[src/rtl/dtg_pkg.sv]
package dtg_pkg;
    localparam int PW   = 8;
    localparam int CW   = 12;
    localparam int DIVW = 8;
    localparam int AW   = 3;
    localparam int DW   = 32;
    localparam int NSEG = 4;
    localparam int SIZE_H_LSB = 16;

    typedef enum logic [1:0] {
        SEG_SYNC   = 2'd0,
        SEG_BACK   = 2'd1,
        SEG_ACTIVE = 2'd2,
        SEG_FRONT  = 2'd3
    } seg_e;

    typedef struct packed {
        logic [PW-1:0] h_sync;
        logic [PW-1:0] h_back;
        logic [PW-1:0] h_front;
        logic [PW-1:0] v_sync;
        logic [PW-1:0] v_back;
        logic [PW-1:0] v_front;
        logic [CW-1:0] h_act;
        logic [CW-1:0] v_act;
        logic [CW-1:0] thr;
    } tcfg_t;

    localparam logic [AW-1:0] A_CTRL = 3'd0;
    localparam logic [AW-1:0] A_VTIM = 3'd1;
    localparam logic [AW-1:0] A_HTIM = 3'd2;
    localparam logic [AW-1:0] A_SIZE = 3'd3;
    localparam logic [AW-1:0] A_THR  = 3'd4;
    localparam logic [AW-1:0] A_DIV  = 3'd5;
    localparam logic [AW-1:0] A_IRQ  = 3'd6;

    localparam int B_EN   = 0;
    localparam int B_ENF  = 1;
    localparam int B_IRQE = 2;
    localparam int B_SRST = 3;
    localparam int B_UPD  = 4;

    localparam logic [DIVW-1:0] DIV_MAX = {{(DIVW-1){1'b1}}, 1'b0};

    localparam tcfg_t CFG_RESET = '{
        h_sync: '0, h_back: '0, h_front: '0,
        v_sync: '0, v_back: '0, v_front: '0,
        h_act: CW'(3), v_act: CW'(3), thr: CW'(3)
    };
endpackage

[src/rtl/dtg_cfg_regs.sv]
module dtg_cfg_regs
    import dtg_pkg::*;
(
    input  logic            clk,
    input  logic            rst_n,
    input  logic            wr_en,
    input  logic [AW-1:0]   wr_addr,
    input  logic [DW-1:0]   wr_data,
    input  logic            frame_wrap,
    output tcfg_t           act_cfg,
    output logic [DIVW-1:0] div_m1,
    output logic            srst_pulse,
    output logic            video_on,
    output logic            irq_pending
);
    tcfg_t shadow_q, shadow_nx;
    logic  en_q, enf_req_q, enf_live_q, irqen_q, upd_q;
    logic  enf_req_nx, irqen_nx, upd_nx;
    logic  ctrl_wr, irq_clr, boundary;
    logic  unused_bits;

    assign unused_bits = ^wr_data;
    assign ctrl_wr     = wr_en && (wr_addr == A_CTRL);
    assign irq_clr     = wr_en && (wr_addr == A_IRQ) && wr_data[0];
    assign srst_pulse  = ctrl_wr && wr_data[B_SRST];
    assign boundary    = frame_wrap || srst_pulse;

    always_comb begin
        shadow_nx = shadow_q;
        if (wr_en) begin
            unique case (wr_addr)
                A_VTIM: begin
                    shadow_nx.v_sync  = wr_data[PW-1:0];
                    shadow_nx.v_back  = wr_data[2*PW-1:PW];
                    shadow_nx.v_front = wr_data[3*PW-1:2*PW];
                end
                A_HTIM: begin
                    shadow_nx.h_sync  = wr_data[PW-1:0];
                    shadow_nx.h_back  = wr_data[2*PW-1:PW];
                    shadow_nx.h_front = wr_data[3*PW-1:2*PW];
                end
                A_SIZE: begin
                    shadow_nx.h_act = wr_data[CW-1:0];
                    shadow_nx.v_act = wr_data[SIZE_H_LSB+CW-1:SIZE_H_LSB];
                end
                A_THR:   shadow_nx.thr = wr_data[CW-1:0];
                default: shadow_nx = shadow_q;
            endcase
        end
    end

    always_comb begin
        enf_req_nx = ctrl_wr ? wr_data[B_ENF]  : enf_req_q;
        irqen_nx   = ctrl_wr ? wr_data[B_IRQE] : irqen_q;
        upd_nx     = upd_q || (ctrl_wr && wr_data[B_UPD]);
    end

    always_ff @(posedge clk or negedge rst_n) begin
        if (!rst_n) begin
            shadow_q   <= CFG_RESET;
            act_cfg    <= CFG_RESET;
            en_q       <= 1'b0;
            enf_req_q  <= 1'b0;
            enf_live_q <= 1'b0;
            irqen_q    <= 1'b0;
            upd_q      <= 1'b0;
        end else begin
            shadow_q  <= shadow_nx;
            enf_req_q <= enf_req_nx;
            irqen_q   <= irqen_nx;
            if (ctrl_wr) en_q <= wr_data[B_EN];
            if (boundary) begin
                enf_live_q <= enf_req_nx;
                upd_q      <= 1'b0;
                if (upd_nx) act_cfg <= shadow_nx;
            end else begin
                upd_q <= upd_nx;
            end
        end
    end

    always_ff @(posedge clk or negedge rst_n) begin
        if (!rst_n) begin
            div_m1 <= '0;
        end else if (wr_en && (wr_addr == A_DIV)) begin
            div_m1 <= (wr_data[DIVW-1:0] == {DIVW{1'b1}}) ? DIV_MAX : wr_data[DIVW-1:0];
        end
    end

    always_ff @(posedge clk or negedge rst_n) begin
        if (!rst_n)                      irq_pending <= 1'b0;
        else if (srst_pulse)             irq_pending <= 1'b0;
        else if (frame_wrap && irqen_nx) irq_pending <= 1'b1;
        else if (irq_clr)                irq_pending <= 1'b0;
    end

    assign video_on = en_q && enf_live_q;
endmodule

[src/rtl/dtg_pix_div.sv]
module dtg_pix_div
    import dtg_pkg::*;
(
    input  logic            clk,
    input  logic            rst_n,
    input  logic            clr,
    input  logic [DIVW-1:0] div_m1,
    output logic            pix_ce
);
    logic [DIVW-1:0] dc_q;

    assign pix_ce = (dc_q >= div_m1);

    always_ff @(posedge clk or negedge rst_n) begin
        if (!rst_n)      dc_q <= '0;
        else if (clr)    dc_q <= '0;
        else if (pix_ce) dc_q <= '0;
        else             dc_q <= dc_q + 1'b1;
    end
endmodule

[src/rtl/dtg_seg_fsm.sv]
module dtg_seg_fsm
    import dtg_pkg::*;
#(
    parameter int W = CW
) (
    input  logic                 clk,
    input  logic                 rst_n,
    input  logic                 clr,
    input  logic                 step,
    input  logic [NSEG-1:0][W-1:0] lens,
    output logic [W-1:0]         coord,
    output logic                 in_sync,
    output logic                 in_act,
    output logic                 wrap
);
    seg_e         seg_q, seg_d;
    logic [W-1:0] cnt_q, cnt_d;
    logic         at_end;

    assign at_end = (cnt_q == lens[seg_q]);

    always_ff @(posedge clk or negedge rst_n) begin
        if (!rst_n) begin
            seg_q <= SEG_SYNC;
            cnt_q <= '0;
        end else begin
            seg_q <= seg_d;
            cnt_q <= cnt_d;
        end
    end

    always_comb begin
        seg_d = seg_q;
        cnt_d = cnt_q;
        wrap  = 1'b0;
        if (clr) begin
            seg_d = SEG_SYNC;
            cnt_d = '0;
        end else if (step) begin
            if (at_end) begin
                cnt_d = '0;
                unique case (seg_q)
                    SEG_SYNC:   seg_d = SEG_BACK;
                    SEG_BACK:   seg_d = SEG_ACTIVE;
                    SEG_ACTIVE: seg_d = SEG_FRONT;
                    SEG_FRONT: begin
                        seg_d = SEG_SYNC;
                        wrap  = 1'b1;
                    end
                endcase
            end else begin
                cnt_d = cnt_q + 1'b1;
            end
        end
    end

    always_comb begin
        in_sync = (seg_q == SEG_SYNC);
        in_act  = (seg_q == SEG_ACTIVE);
        coord   = in_act ? cnt_q : '0;
    end
endmodule

[src/rtl/disp_timing_gen.sv]
module disp_timing_gen
    import dtg_pkg::*;
(
    input  logic          clk,
    input  logic          rst_n,
    input  logic          wr_en,
    input  logic [AW-1:0] wr_addr,
    input  logic [DW-1:0] wr_data,
    output logic          pix_ce,
    output logic          hsync,
    output logic          vsync,
    output logic          de,
    output logic [CW-1:0] pix_x,
    output logic [CW-1:0] pix_y,
    output logic          last_line,
    output logic          frame_irq
);
    localparam int NAXIS = 2;
    localparam int EXT   = CW - PW;

    tcfg_t           act_cfg;
    logic [DIVW-1:0] div_m1;
    logic            srst_pulse, video_on, v_wrap, h_wrap;
    logic [NSEG-1:0][CW-1:0] axis_lens [NAXIS];
    logic [CW-1:0]   axis_coord [NAXIS];
    logic            axis_sync  [NAXIS];
    logic            axis_act   [NAXIS];
    logic            axis_wrap  [NAXIS];

    dtg_cfg_regs u_regs (
        .clk(clk), .rst_n(rst_n), .wr_en(wr_en), .wr_addr(wr_addr),
        .wr_data(wr_data), .frame_wrap(v_wrap), .act_cfg(act_cfg),
        .div_m1(div_m1), .srst_pulse(srst_pulse), .video_on(video_on),
        .irq_pending(frame_irq)
    );

    dtg_pix_div u_div (
        .clk(clk), .rst_n(rst_n), .clr(srst_pulse), .div_m1(div_m1), .pix_ce(pix_ce)
    );

    always_comb begin
        axis_lens[0][SEG_SYNC]   = {{EXT{1'b0}}, act_cfg.h_sync};
        axis_lens[0][SEG_BACK]   = {{EXT{1'b0}}, act_cfg.h_back};
        axis_lens[0][SEG_ACTIVE] = act_cfg.h_act;
        axis_lens[0][SEG_FRONT]  = {{EXT{1'b0}}, act_cfg.h_front};
        axis_lens[1][SEG_SYNC]   = {{EXT{1'b0}}, act_cfg.v_sync};
        axis_lens[1][SEG_BACK]   = {{EXT{1'b0}}, act_cfg.v_back};
        axis_lens[1][SEG_ACTIVE] = act_cfg.v_act;
        axis_lens[1][SEG_FRONT]  = {{EXT{1'b0}}, act_cfg.v_front};
    end

    for (genvar g = 0; g < NAXIS; g++) begin : g_axis
        logic step_g;
        if (g == 0) begin : g_h
            assign step_g = pix_ce;
        end else begin : g_v
            assign step_g = pix_ce && h_wrap;
        end
        dtg_seg_fsm #(.W(CW)) u_seg (
            .clk(clk), .rst_n(rst_n), .clr(srst_pulse), .step(step_g),
            .lens(axis_lens[g]), .coord(axis_coord[g]), .in_sync(axis_sync[g]),
            .in_act(axis_act[g]), .wrap(axis_wrap[g])
        );
    end

    assign h_wrap    = axis_wrap[0];
    assign v_wrap    = axis_wrap[1];
    assign hsync     = axis_sync[0];
    assign vsync     = axis_sync[1];
    assign pix_x     = axis_coord[0];
    assign pix_y     = axis_coord[1];
    assign de        = axis_act[0] && axis_act[1] && video_on;
    assign last_line = axis_act[1] && (axis_coord[1] == act_cfg.thr);
endmodule

[config.mk]
export PLATFORM = sky130hd
export DESIGN_NAME = disp_timing_gen
export DESIGN_NICKNAME = d
export VERILOG_FILES = /design/src/rtl/dtg_pkg.sv /design/src/rtl/dtg_cfg_regs.sv /design/src/rtl/dtg_pix_div.sv /design/src/rtl/dtg_seg_fsm.sv /design/src/rtl/disp_timing_gen.sv
export SDC_FILE = /design/constraint.sdc
export NUM_CORES = 1
export LEC_CHECK = 0
export CORE_MARGIN = 2
export CORE_UTILIZATION = 35
export DETAILED_ROUTE_END_ITERATION = 8
export HOLD_SLACK_MARGIN = 0.05
export SYNTH_ARGS = -nofsm -noshare
export SYNTH_HDL_FRONTEND = slang
export SYNTH_SLANG_ARGS = --single-unit
export TNS_END_PERCENT = 5
[constraint.sdc]
create_clock -name clk -period 4 [get_ports clk]
set_input_delay 1 -clock clk [delete_from_list [all_inputs] [get_ports clk]]
set_output_delay 1 -clock clk [all_outputs]
set_load 0.05 [all_outputs]
== Word-level counts from Yosys, hierarchy flattened ==
Cells that the tools add are included.

* Output and inout port bits: 30
* Input port bits: 38
* Register bits: 218

* $add $sub $neg: 3
* Equal/unequal tests: 16
* Magnitude comparators: 3
* Multiplexer cells: 42
* Reduce and logical (&&, ||, !) cells: 25

{| class="wikitable"
|+ Operators with widths
! kind !! number
|-
| 12-bit 2-to-1 mux || 11
|-
| 84-bit 2-to-1 mux || 1
|-
| 24-bit 2-to-1 mux || 3
|-
| 12-bit binary-select mux with 2-bit select || 2
|-
| 12-bit == test || 3
|-
| 12-bit by 1-bit adder with 12-bit output, second input constant || 2
|-
| 8-bit 2-to-1 mux || 3
|-
| 2-bit case mux with 4 select lines || 2
|-
| 1-bit 2-to-1 mux || 14
|-
| 1-bit logical AND || 12
|-
| 2-bit 2-to-1 mux || 6
|-
| 3-bit == test, second input constant || 3
|-
| 8-bit by 1-bit adder with 8-bit output, second input constant || 1
|-
| 2-bit == test, second input constant || 4
|-
| 8-bit == test, second input constant || 1
|-
| 8-bit greater-or-equal comparator || 1
|-
| 2-bit nonzero test || 4
|-
| 3-bit by 2-bit == test with 1-bit output, second input constant || 2
|-
| 2-bit by 3-bit < comparator with 1-bit output, second input constant || 2
|-
| 2-bit AND reduction || 3
|-
| 2-bit by 1-bit == test with 1-bit output, second input constant || 2
|-
| 2-bit logical NOT || 2
|-
| 3-bit by 1-bit == test with 1-bit output, second input constant || 1
|-
| 3-bit logical NOT || 1
|-
| other kinds (2) || 3
|}

== Logic depth before layout (Yosys ltp) ==
Gate-level depths: netlist (run 1).

* Depth after elaboration: 12
* Gate-level depth with buffers: 12

== Modules after synthesis ==
Synthesis (run 1) repeated with hierarchy kept, for this count alone.

* Cell total of the unflattened synthesis: 732
* Area, all modules: 10,283.6 um^2

{| class="wikitable"
|+ Modules (own cells, without submodules)
! module !! cells each !! seq. area each (um^2) !! times used !! area each (um^2)
|-
| dtg_cfg_regs || 406 || 4,569.4 || 1 || 6,954.2
|-
| dtg_seg_fsm || 123 || 350.3 || 2 || 1,300.0
|-
| dtg_pix_div || 60 || 200.2 || 1 || 574.3
|-
| disp_timing_gen || 20 || 0.0 || 1 || 155.1
|}

== Least setup slack after synthesis (run 1) ==
Ideal clock, no wire load.

* Path kind: register to output
* Start point: register g_axis[1].u_seg.seg_q[0]
* End point: output port last_line
* Data arrival time: 2,789 ps
* Path buffers: 1
* Cell stages (with the launch flop): 8
* Data required time: 3,000 ps
* Setup slack: 211 ps
* Cell sequence: dfrtp_1 > clkbuf_1 > inv_1 > ha_1 > and2_1 > xnor2_1 > nand2_1 > nor3_1

* Cells in the longest elaborated chain, start to end: 4

{| class="wikitable"
|+ Ends and longest elaborated chain
! item !! line !! text
|-
| start: declaration || dtg_seg_fsm.sv:16 || <nowiki>seg_e seg_q, seg_d;</nowiki>
|-
| start signal: assignment || dtg_seg_fsm.sv:27 || <nowiki>seg_q <= seg_d;</nowiki>
|-
| 2-bit == test || dtg_seg_fsm.sv:59 || <nowiki>in_act = (seg_q == SEG_ACTIVE);</nowiki>
|-
| 12-bit 2-to-1 mux || dtg_seg_fsm.sv:60 || <nowiki>coord = in_act ? cnt_q : '0;</nowiki>
|-
| net pix_y[7] || disp_timing_gen.sv:14 || <nowiki>output logic [CW-1:0] pix_y,</nowiki>
|-
| 12-bit == test || disp_timing_gen.sv:73 || <nowiki>assign last_line = axis_act[1] && (axis_coord[1] == act_cfg.thr);</nowiki>
|-
| 1-bit logical AND || disp_timing_gen.sv:73 ||
|-
| end: declaration || disp_timing_gen.sv:15 || <nowiki>output logic last_line,</nowiki>
|}

The timed path passes the listed nets, and every way through them passes these cells.

== Final worst setup path (run 1) ==
* Start point: register g_axis[0].u_seg.seg_q[0]
* End point: output port pix_x[0]

* Cells in the longest elaborated chain, start to end: 2

{| class="wikitable"
|+ Ends and longest elaborated chain
! item !! line !! text
|-
| start: declaration || dtg_seg_fsm.sv:16 ||
|-
| start signal: assignment || dtg_seg_fsm.sv:27 ||
|-
| 2-bit == test || dtg_seg_fsm.sv:59 ||
|-
| 12-bit 2-to-1 mux || dtg_seg_fsm.sv:60 ||
|-
| end: declaration || disp_timing_gen.sv:13 || <nowiki>output logic [CW-1:0] pix_x,</nowiki>
|}

No other way between the ends.

==> results of run 1 <==
==> layout make-up <==
cell class	count	area [sq um]
Inverter	19	71.32
Multi-Input combinational cell	505	4427
Fill cell	2679	16410
Tap cell	384	480.5
Clock inverter	10	113.9
Timing Repair Buffer	104	1026
Sequential cell	218	5472
Clock buffer	34	698.2
==> routing by layer <==
layer	global-route usage [%]	wire, um	vias to the layer above
met4	3.854	491	0
met2	25.38	10950	118
met5	0	0	-
met1	22.53	11230	3212
met3	2.515	957	30
li1	-	-	2963
==> metrics by stage <==
stage | cell area, sq um | utilization [%] | worst slack, ns | hold slack, ns
2_1_floorplan | 10180 | - | 0.2107 | 0.4522
3_3_place_gp | 11470 | 39.97 | 0.05554 | 0.4616
3_5_place_dp | 11470 | 39.97 | 0.09430 | 0.4699
4_1_cts | 12280 | 42.80 | 0.1096 | 0.4857
5_1_grt | 12290 | 42.81 | 0.04904 | 0.5060
6_report | 12290 | 42.81 | 0.2236 | 0.4830
==> cells in the mapped netlist (12+ instances only) <==
cell type and n:
xnor2_1 40, xor2_1 16, dfstp_2 12, dfrtp_1 206, mux2_2 120, nand2_1 19
mux2_1 60, nor2_1 45, ha_1 17, clkbuf_1 33, a21oi_1 16, inv_1 19
nand4_1 20, and2_1 26, mux2i_1 17
==> flip-flops by register name, indices dropped and copies added, names as in the netlist <==
signal,cells
g_axis.u_seg.cnt_q,24
u_regs.en_q,1
u_regs.div_m1,8
u_regs.irqen_q,1
u_regs.enf_req_q,1
u_regs.enf_live_q,1
u_regs.irq_pending,1
u_regs.shadow_q,84
u_regs.upd_q,1
g_axis.u_seg.seg_q,4
u_regs.act_cfg,84
u_div.dc_q,8
==> power by group <==
group	internal, mW	switching [mW]	leakage (nW)
logic	0.862	0.789	2.16
registers	2.77	0.370	2.72
clock network	1.35	0.882	0.402
total	4.97	2.04	5.29
==> logic make-up (layout without fill, tap and decap cells) <==
| group | after synthesis | count (layout) | synth area share, % |
|---|---|---|---|
| DFF | 218 | 218 | 53.73 |
| muxes | 205 | 205 | 23.35 |
| and+or+nand+nor | 174 | 174 | 9.402 |
| buffers and inverters | 65 | 167 | 3.208 |
| xor gates and xnor gates | 56 | 56 | 4.817 |
| AOI/OAI and AO/OA | 53 | 53 | 3.404 |
| adders and majority gates | 17 | 17 | 2.089 |
==> critical path, cell delays in order (launching register included) <==
cell and delay, ns:
dfrtp_1 0.73, inv_1 0.21, ha_1 0.27, buf_4 0.16, and2_1 0.18, clkdlybuf4s50_1 0.70
==> worst max path at each step <==
stage / slack [ns] / startpoint / end / depth (start not counted)
finish: 0.22 / g_axis[0].u_seg.seg_q[0] / pix_x[0] / 5
global placement: 0.06 / wr_addr[0] / u_regs.act_cfg[7] / 8
floorplan: 0.21 / g_axis[1].u_seg.seg_q[0] / last_line / 7
detailed placement: 0.09 / wr_addr[0] / u_regs.act_cfg[2] / 8
global route: 0.05 / g_axis[0].u_seg.seg_q[0] / pix_x[0] / 5
CTS: 0.11 / g_axis[1].u_seg.seg_q[0] / pix_y[10] / 5
==> metrics.cfg, run 1 <==
[place]
dp_hpwl_um=16570
dpl.cell_count=1230
place.gp.congestion=0.8072
portBuffers=63

[die]
pin_count=68
initial_core_util_pct=35.47
row_count=62
fp.dieW_um=174.6
die_y_um=174.6
fp.dieArea_sq_um=30470
core_sq_um=28700

[detailed_routing]
antenna_left=0
avgViaCountPerCell=4.963
drc=0
routed_wl_um=23620
dr.pass1.iters=4
drt_iter0_markers=330
wl_per_cell_um=18.54
num_vias=6323

[cts]
cts-buffers-inserted=24
cts_post_setup_buffers_inserted=0
post_cts_resized=0
cts_max_path_buffers=3
cts_tree=done
cts_sinks=218
clk_pin_slew_ns=0.06
cts_hold_buf=0
root_buffer=clkbuf_16
insertion_delay_ns=0.52
cts.htree.levels=1

[synth]
synth-edff-count=0
ys_types=56
syn_avg_cell_area_sq_um=12.92
syn_inst=788
syn-num-nets=843
yosysSeqAreaShare_pct=53.73
synthTopCellsByArea=dfrtp_1, mux2_2, mux2_1, xnor2_1, dfstp_2
synth_area_sq_um=10180
synth_largest_area_cell=dfrtp_1
yosysWarnings=0
async_reset_ff_share_pct=100.0
ys.flop_type=dfrtp_1
yosys.area.top_type_share_pct=50.63
ys_ff_latch=218

[critical_path]
timing.rr.start=g_axis[0].u_seg.seg_q[0]
r2r_end=u_regs.act_cfg[7]
reg2regPathDepth=8
r2r_slack_ns=0.34
crit_arrival_ns=2.78
critPathRequiredTime_ns=3.00
critical_path_class=register to output port
end_kind=output port
crit_fanout=13
critPathLaunchType=register

[min_path]
hold_path_class=register to register
min_to=u_regs.act_cfg[43]
min_from=u_regs.act_cfg[43]
hold_path_depth=1

[global_routing]
overflow=0
grt_usage_pct=15.83
grt_pass1_wl_um=37610
grt_max_degree=104
antenna_found_initial=0
grt_pass1_vias=6400

[run]
maxCapViolCount=0

[power_and_ir_drop]
power_leakage_nw=5.288
p_per_area_nw_per_um2=570.8
vdd_drop_max_mv=0.3172
total_power_mw=7.014

[timing]
finalCritPeriodShare_pct=94.41
hold_violations=0
slew_viol_final=0
worst_pin_slew_ns=0.8246
max-slew-margin-rel_pct=45.02
fmax_ghz=0.2648
rsz0062_at_grt=no
tns_ns=0
clock-skew-final_ns=0.01215
setup_viol=0
period_minus_slack_ns=3.776

[finish]
finalNonFillerCells=1274
antenna_cells=0
layout-drive-gt1-share_pct=26.97
syn_to_final_growth_pct=20.70
final_common_cell=dfrtp_1
final_cell_mix=dfrtp_1, mux2_2, mux2_1
nNetsFinal=927

[outcome]
status=finished clean

Power figures use the tool's default switching activity.
==> run 2, diff against run 1 <==
- PLACE_DENSITY: not set -> 0.57
==> run 2 against run 1 <==
Fmax down 2.3%; power decreased by 1.7%; largest power group unchanged; critical path type unchanged; critical endpoint is now pix_y[5]; core utilization fell by 0.37 points.
==> metrics.cfg, run 2 (same netlist as run 1, synthesis figures left out) <==
[critical_path]
r2r_slack_ns=0.48  ; was 0.34 ns
worst_path_max_delay_cell=clkdlybuf4s50_1  ; was dfrtp_1
path_buf_inv=3  ; unchanged
critPathRequiredTime_ns=3.00  ; about the same
crit_family=buffers and inverters  ; unchanged
crit_arrival_ns=2.86  ; was 2.78 ns
path_common_cell=buf_4
end_kind=output port  ; unchanged
crit_fanout=10  ; was 13
crit_chain=buf_4 -> ha_1 -> buf_4 -> and2_1 -> clkdlybuf4s50_1  ; was inv_1 -> ha_1 -> buf_4 -> and2_1 -> clkdlybuf4s50_1
critical_path_class=register to output port  ; unchanged
critPathLaunchType=register  ; unchanged
critPathMaxStageDelay_ns=0.80  ; was 0.73 ns

[timing]
rsz0062_at_grt=no  ; unchanged
max-slew-margin-rel_pct=52.98  ; was 45.02%
setup_viol=0  ; unchanged
hold_violations=0  ; unchanged
tns_ns=0  ; unchanged
worst_pin_slew_ns=0.6989  ; was 0.8246 ns
period_minus_slack_ns=3.864  ; was 3.776 ns
clock-skew-final_ns=0.01238  ; was 0.01215 ns
fmax_ghz=0.2588  ; was 0.2648 GHz
slew_viol_final=0  ; unchanged
finalCritPeriodShare_pct=96.61  ; was 94.41%
setup_ws_ns=0.1358  ; was 0.2236 ns

[power_and_ir_drop]
p_per_area_nw_per_um2=566.3  ; was 570.8 nW/um^2
vdd_drop_max_mv=0.2877  ; was 0.3172 mV
power_leakage_nw=5.233  ; was 5.288 nW
total_power_mw=6.898  ; was 7.014 mW

[detailed_routing]
antenna_left=0  ; unchanged
wl_per_cell_um=18.64  ; was 18.54 um
drc=0  ; unchanged
highest_layer=met4  ; unchanged
num_vias=6290  ; was 6323
routed_wl_um=23670  ; was 23620 um
avgViaCountPerCell=4.953  ; was 4.963
wl_met2_um=10910  ; was 10950 um
wl_met3_um=800  ; was 957 um
wl_met1_um=11500  ; was 11230 um
dr.pass1.iters=4  ; unchanged
drt_iter0_markers=307  ; was 330

[finish]
fin_area_sq_um=12180  ; was 12290 sq um
reg_top3=u_regs.act_cfg: 84 flops, u_regs.shadow_q: 84 flops, g_axis.u_seg.cnt_q: 24 flops  ; unchanged
final_common_cell=dfrtp_1  ; unchanged
multiInputGateArea_sq_um=4429  ; was 4427 sq um
nNetsFinal=923  ; was 927
final_cell_mix=dfrtp_1, mux2_2, mux2_1  ; unchanged
seqCellArea_sq_um=5472  ; unchanged
fill_cells=2681  ; was 2679
syn_to_final_growth_pct=19.64  ; was 20.70%
finalNonFillerCells=1270  ; was 1274
layout-drive-gt1-share_pct=26.19  ; was 26.97%
antenna_cells=0  ; unchanged

[cts]
root_buffer=clkbuf_16  ; unchanged
cts_hold_buf=0  ; unchanged
cts_sinks=218  ; unchanged
cts_max_path_buffers=3  ; unchanged
clk_pin_slew_ns=0.06  ; about the same
insertion_delay_ns=0.52  ; about the same
cts_post_setup_buffers_inserted=0  ; unchanged
cts_tree=done  ; unchanged
cts.htree.levels=1  ; unchanged
cts-buffers-inserted=25  ; was 24

[outcome]
status=finished clean  ; unchanged

[die]
pin_count=68  ; unchanged
die_y_um=174.6  ; unchanged
row_count=62  ; unchanged
fp.dieW_um=174.6  ; unchanged
fp.dieArea_sq_um=30470  ; unchanged
initial_core_util_pct=35.47  ; unchanged
core_sq_um=28700  ; unchanged

[global_routing]
grt_pass1_vias=6425  ; was 6400
grt_usage_pct=15.82  ; was 15.83%
overflow=0  ; unchanged
grt_max_degree=89  ; was 104
antenna_found_initial=0  ; unchanged
grt_pass1_wl_um=37470  ; was 37610 um

[place]
portBuffers=63  ; unchanged
dpl.cell_count=1225  ; was 1230
dpl_cell_area_sq_um=11410  ; was 11470 sq um
dp_hpwl_um=16320  ; was 16570 um
dpl_worst_slack_ns=0.2003  ; was 0.09430 ns
place.gp.congestion=0.7816  ; was 0.8072

[run]
maxCapViolCount=0  ; unchanged

[min_path]
hold_path_class=primary input to async pin  ; was register to register

-- run 2: changes by cell type in the layout (fill, tap and decap cells not counted), moves of 2 or more --
cell	change
buf_12	-2
buf_4	-2
bufinv_16	-2
clkbuf_1	+6
clkinv_2	-3
-- run 2: through the flow --
stage	utilization (%)	hold slack (ns)
final	42.44	0.4791
after global routing	42.44	0.4972
after CTS	42.42	0.4872
after floorplan	-	0.4522
after global placement	39.74	0.4633
after detailed placement	39.74	0.4738
-- run 2: repair_timing --
action                                 CTS  global route
setup endpoints to repair                1            13
resized for setup                        1             2
cloned                                   0             0
endpoints found under the hold margin    0             0
-- run 2: worst register-to-register path, delay by kind of cell (launching register included) --
family	cells	cell delay, ns
AOI/OAI and AO/OA	1	0.24
xor gates and xnor gates	1	0.17
buffers and inverters	1	0.30
DFF	1	0.70
muxes	2	1.03
and+or+nand+nor	2	0.96
-- run 2: worst paths after layout --
check	from	endpoint	cells after the start
worst max-delay path	g_axis[1].u_seg.seg_q[1]	pix_y[5]	5
worst min-delay path	rst_n	u_div.dc_q[5]	1
worst max register to register	g_axis[1].u_seg.seg_q[0]	u_regs.act_cfg[15]	7
worst min register to register	u_regs.act_cfg[71]	u_regs.act_cfg[71]	1
max in group asynchronous	rst_n	u_regs.shadow_q[25]	2
min in group clk	u_regs.act_cfg[71]	u_regs.act_cfg[71]	1
-- run 2: final cells by class --
cell class,instances,share of cell area (%)
clock inverters,5,0.2876
inverters,19,0.5855
clock buffers,40,6.009
flip-flops and latches,218,44.92
multi-input cells,505,36.36
well taps,384,3.945
repair buffers,99,7.889
-- run 2: routing by layer --
layer | GRT usage [%] | vias to the layer above
li1 | - | 2944
met1 | 22.81 | 3230
met2 | 25.33 | 88
met5 | 0 | -
met3 | 2.209 | 28
met4 | 3.681 | 0
-- run 2: report_power, final --
part | internal [mW] | switching [mW] | total [mW]
clock network | 1.25 | 0.873 | 2.12
registers | 2.77 | 0.365 | 3.13
logic | 0.845 | 0.796 | 1.64
total | 4.87 | 2.03 | 6.90
==> run 3, diff against run 2 <==
- SLEW_MARGIN: not set -> 20
- SYNTH_HIERARCHICAL: not set -> 1
==> run 3 against run 2 <==
Clock power increased by 17%; global-route usage fell by 0.90 points; count of clock-buffer cells in the layout is 6 lower.
==> metrics.cfg, run 3 <==
[cts]
insertion_delay_ns=0.51  ; was 0.52 ns
cts_sinks=218  ; unchanged
cts-buffers-inserted=24  ; was 25
cts_max_path_buffers=3  ; unchanged
cts_hold_buf=0  ; unchanged
clk_pin_slew_ns=0.06  ; about the same
cts.htree.levels=1  ; unchanged
root_buffer=clkbuf_16  ; unchanged
cts_tree=done  ; unchanged

[timing]
clock-skew-final_ns=0.01497  ; was 0.01238 ns
max-slew-margin-rel_pct=47.64  ; was 52.98%
worst_pin_slew_ns=0.7854  ; was 0.6989 ns
hold_violations=0  ; unchanged
finalCritPeriodShare_pct=96.34  ; was 96.61%
hold_slack_ns=0.4772  ; was 0.4791 ns
setup_ws_ns=0.1466  ; was 0.1358 ns
slew_viol_final=0  ; unchanged
period_minus_slack_ns=3.853  ; was 3.864 ns
rsz0062_at_grt=no  ; unchanged
tns_ns=0  ; unchanged
fmax_ghz=0.2595  ; was 0.2588 GHz
setup_viol=0  ; unchanged

[finish]
multiInputGateArea_sq_um=4598  ; was 4429 sq um
final_common_cell=dfrtp_1  ; unchanged
seqCellArea_sq_um=5470  ; was 5472 sq um
fill_cells=2648  ; was 2681
antenna_cells=0  ; unchanged
final_cell_mix=dfrtp_1, mux2_2, mux2_1  ; unchanged
syn_to_final_growth_pct=20.87  ; was 19.64%
nNetsFinal=892  ; was 923
reg_top3=u_regs/act_cfg: 84 flops, u_regs/shadow_q: 84 flops, g_axis.u_seg/cnt_q: 24 flops  ; was u_regs.act_cfg: 84 flops, u_regs.shadow_q: 84 flops, g_axis.u_seg.cnt_q: 24 flops
layout-drive-gt1-share_pct=27.13  ; was 26.19%
finalNonFillerCells=1239  ; was 1270

[detailed_routing]
avgViaCountPerCell=4.855  ; was 4.953
highest_layer=met4  ; unchanged
drt_iter0_markers=249  ; was 307
wl_met2_um=10540  ; was 10910 um
routed_wl_um=22290  ; was 23670 um
wl_met1_um=10660  ; was 11500 um
antenna_left=0  ; unchanged
wl_per_cell_um=17.99  ; was 18.64 um
num_vias=6015  ; was 6290
wl_met3_um=692  ; was 800 um
dr.pass1.iters=4  ; unchanged
drc=0  ; unchanged

[global_routing]
grt_max_degree=95  ; was 89
grt_pass1_vias=6328  ; was 6425
grt_pass1_wl_um=36020  ; was 37470 um
antenna_found_initial=2  ; was 0
grt_usage_pct=14.92  ; was 15.82%
overflow=0  ; unchanged

[die]
initial_core_util_pct=35.73  ; was 35.47%
fp.dieW_um=175.4  ; was 174.6 um
core_sq_um=28780  ; was 28700 sq um
pin_count=68  ; unchanged
die_y_um=175.4  ; was 174.6 um
fp.dieArea_sq_um=30770  ; was 30470 sq um
row_count=62  ; unchanged

[synth]
ys_ff_latch=218  ; unchanged
synth_area_sq_um=10280  ; was 10180 sq um
synth_largest_area_cell=dfrtp_1  ; unchanged
synth_most_common_cell=dfrtp_1  ; unchanged
synthTopCellsByCount=dfrtp_1, mux2_2, mux2_1  ; unchanged
ys.flop_type=dfrtp_1  ; unchanged
syn_inst=732  ; was 788
synth-edff-count=0  ; unchanged
synthTopCellsByArea=dfrtp_1, mux2_2, mux2_1, mux4_2, xnor2_1  ; was dfrtp_1, mux2_2, mux2_1, xnor2_1, dfstp_2
ys_types=50  ; was 56
yosysSeqAreaShare_pct=53.19  ; was 53.73%
async_reset_ff_share_pct=100.0  ; unchanged
yosys.area.top_type_share_pct=50.13  ; was 50.63%
yosysWarnings=6  ; was 0
syn_avg_cell_area_sq_um=14.05  ; was 12.92 sq um

[power_and_ir_drop]
total_power_mw=6.711  ; was 6.898 mW
p_clk_share_pct=36.9  ; was 30.8%
switching_power_mw=1.724  ; was 2.033 mW
seq_power_share_pct=43.8  ; was 45.4%
internal-power_mw=4.988  ; was 4.865 mW
power_leakage_nw=5.401  ; was 5.233 nW
vdd_drop_max_mv=0.3259  ; was 0.2877 mV
comb_power_share_pct=19.3  ; was 23.8%
swShare_pct=25.69  ; was 29.47%
p_per_area_nw_per_um2=540.0  ; was 566.3 nW/um^2

[critical_path]
critPathMaxStageDelay_ns=0.74  ; was 0.80 ns
crit_arrival_ns=2.85  ; was 2.86 ns
r2r_slack_ns=0.36  ; was 0.48 ns
worst_path_max_delay_cell=clkdlybuf4s50_1  ; unchanged
path_buf_inv=1  ; was 3
critPathRequiredTime_ns=3.00  ; about the same
end_kind=output port  ; unchanged
crit_fanout=6  ; was 10
crit_family=buffers and inverters  ; unchanged
crit_chain=ha_1 -> or3_1 -> a21oi_1 -> o31ai_4 -> clkdlybuf4s50_1  ; was buf_4 -> ha_1 -> buf_4 -> and2_1 -> clkdlybuf4s50_1
crit_path_start=u_div/dc_q[2]  ; was g_axis[1].u_seg.seg_q[1]
critPathLaunchType=register  ; unchanged
critical_path_class=register to output port  ; unchanged
timing.rr.start=g_axis[0].u_seg/seg_q[0]  ; was g_axis[1].u_seg.seg_q[0]

[outcome]
status=finished clean  ; unchanged

[place]
dpl_worst_slack_ns=0.2606  ; was 0.2003 ns
dpl.cell_count=1195  ; was 1225
place.gp.congestion=0.7689  ; was 0.7816
portBuffers=63  ; unchanged
dp_hpwl_um=15220  ; was 16320 um

[run]
maxCapViolCount=0  ; unchanged

[min_path]
hold_path_class=register to register  ; was primary input to async pin
min_from=u_regs/shadow_q[68]

==> run 3: cell type report <==
| class | instances | area share, % |
|---|---|---|
| well taps | 384 | 3.866 |
| repair buffers | 91 | 7.419 |
| multi-input cells | 486 | 36.99 |
| clock buffers | 34 | 5.547 |
| flip-flops and latches | 218 | 44.01 |
| inverters | 16 | 0.4832 |
| clock inverters | 10 | 1.681 |
==> run 3: path summary, 6_finish.rpt <==
kind	to	cells past startpoint
worst min-delay path	u_regs/shadow_q[68]	1
worst min register to register	u_regs/shadow_q[68]	1
worst max register to register	u_regs/act_cfg[9]	12
worst max-delay path	pix_ce	5
min in group asynchronous	u_regs/shadow_q[35]	1
max in group asynchronous	u_regs/act_cfg[13]	2
==> run 3: metrics by stage <==
step	area, sq um	utilization (%)
after CTS	12430	43.17
after global placement	11530	40.05
after global routing	12430	43.19
final	12430	43.19
after floorplan	10380	-
after detailed placement	11530	40.05
==> run 3: power groups by stage <==
stage | Clock, mW | Combinational (mW) | Sequential, mW
2_1_floorplan | 0 | 1.02 | 2.90
3_3_place_gp | 0 | 1.29 | 2.97
3_5_place_dp | 0 | 1.32 | 2.99
4_1_cts | 2.54 | 1.32 | 2.95
5_1_grt | 2.63 | 1.44 | 3.00
6_report | 2.47 | 1.30 | 2.94
==> run 3: per-layer routing <==
| metal | vias to the layer above | GRT usage (%) |
|---|---|---|
| li1 | 2811 | - |
| met1 | 3092 | 21.17 |
| met2 | 82 | 24.39 |
| met3 | 30 | 1.818 |
| met4 | 0 | 3.753 |
| met5 | - | 0 |
==> run 3: kinds of logic after synthesis <==
family | share of synthesized area [%]
DFF | 53.19
muxes | 25.54
and+or+nand+nor | 8.857
xor gates and xnor gates | 4.769
buffers and inverters | 3.261
AOI/OAI and AO/OA | 2.275
adders and majority gates | 2.068
other | 0.03647
==> run 3: timing repair <==
item	CTS	global route
gates resized for setup	0	1
setup endpoints to repair	0	1
setup buffers	0	0
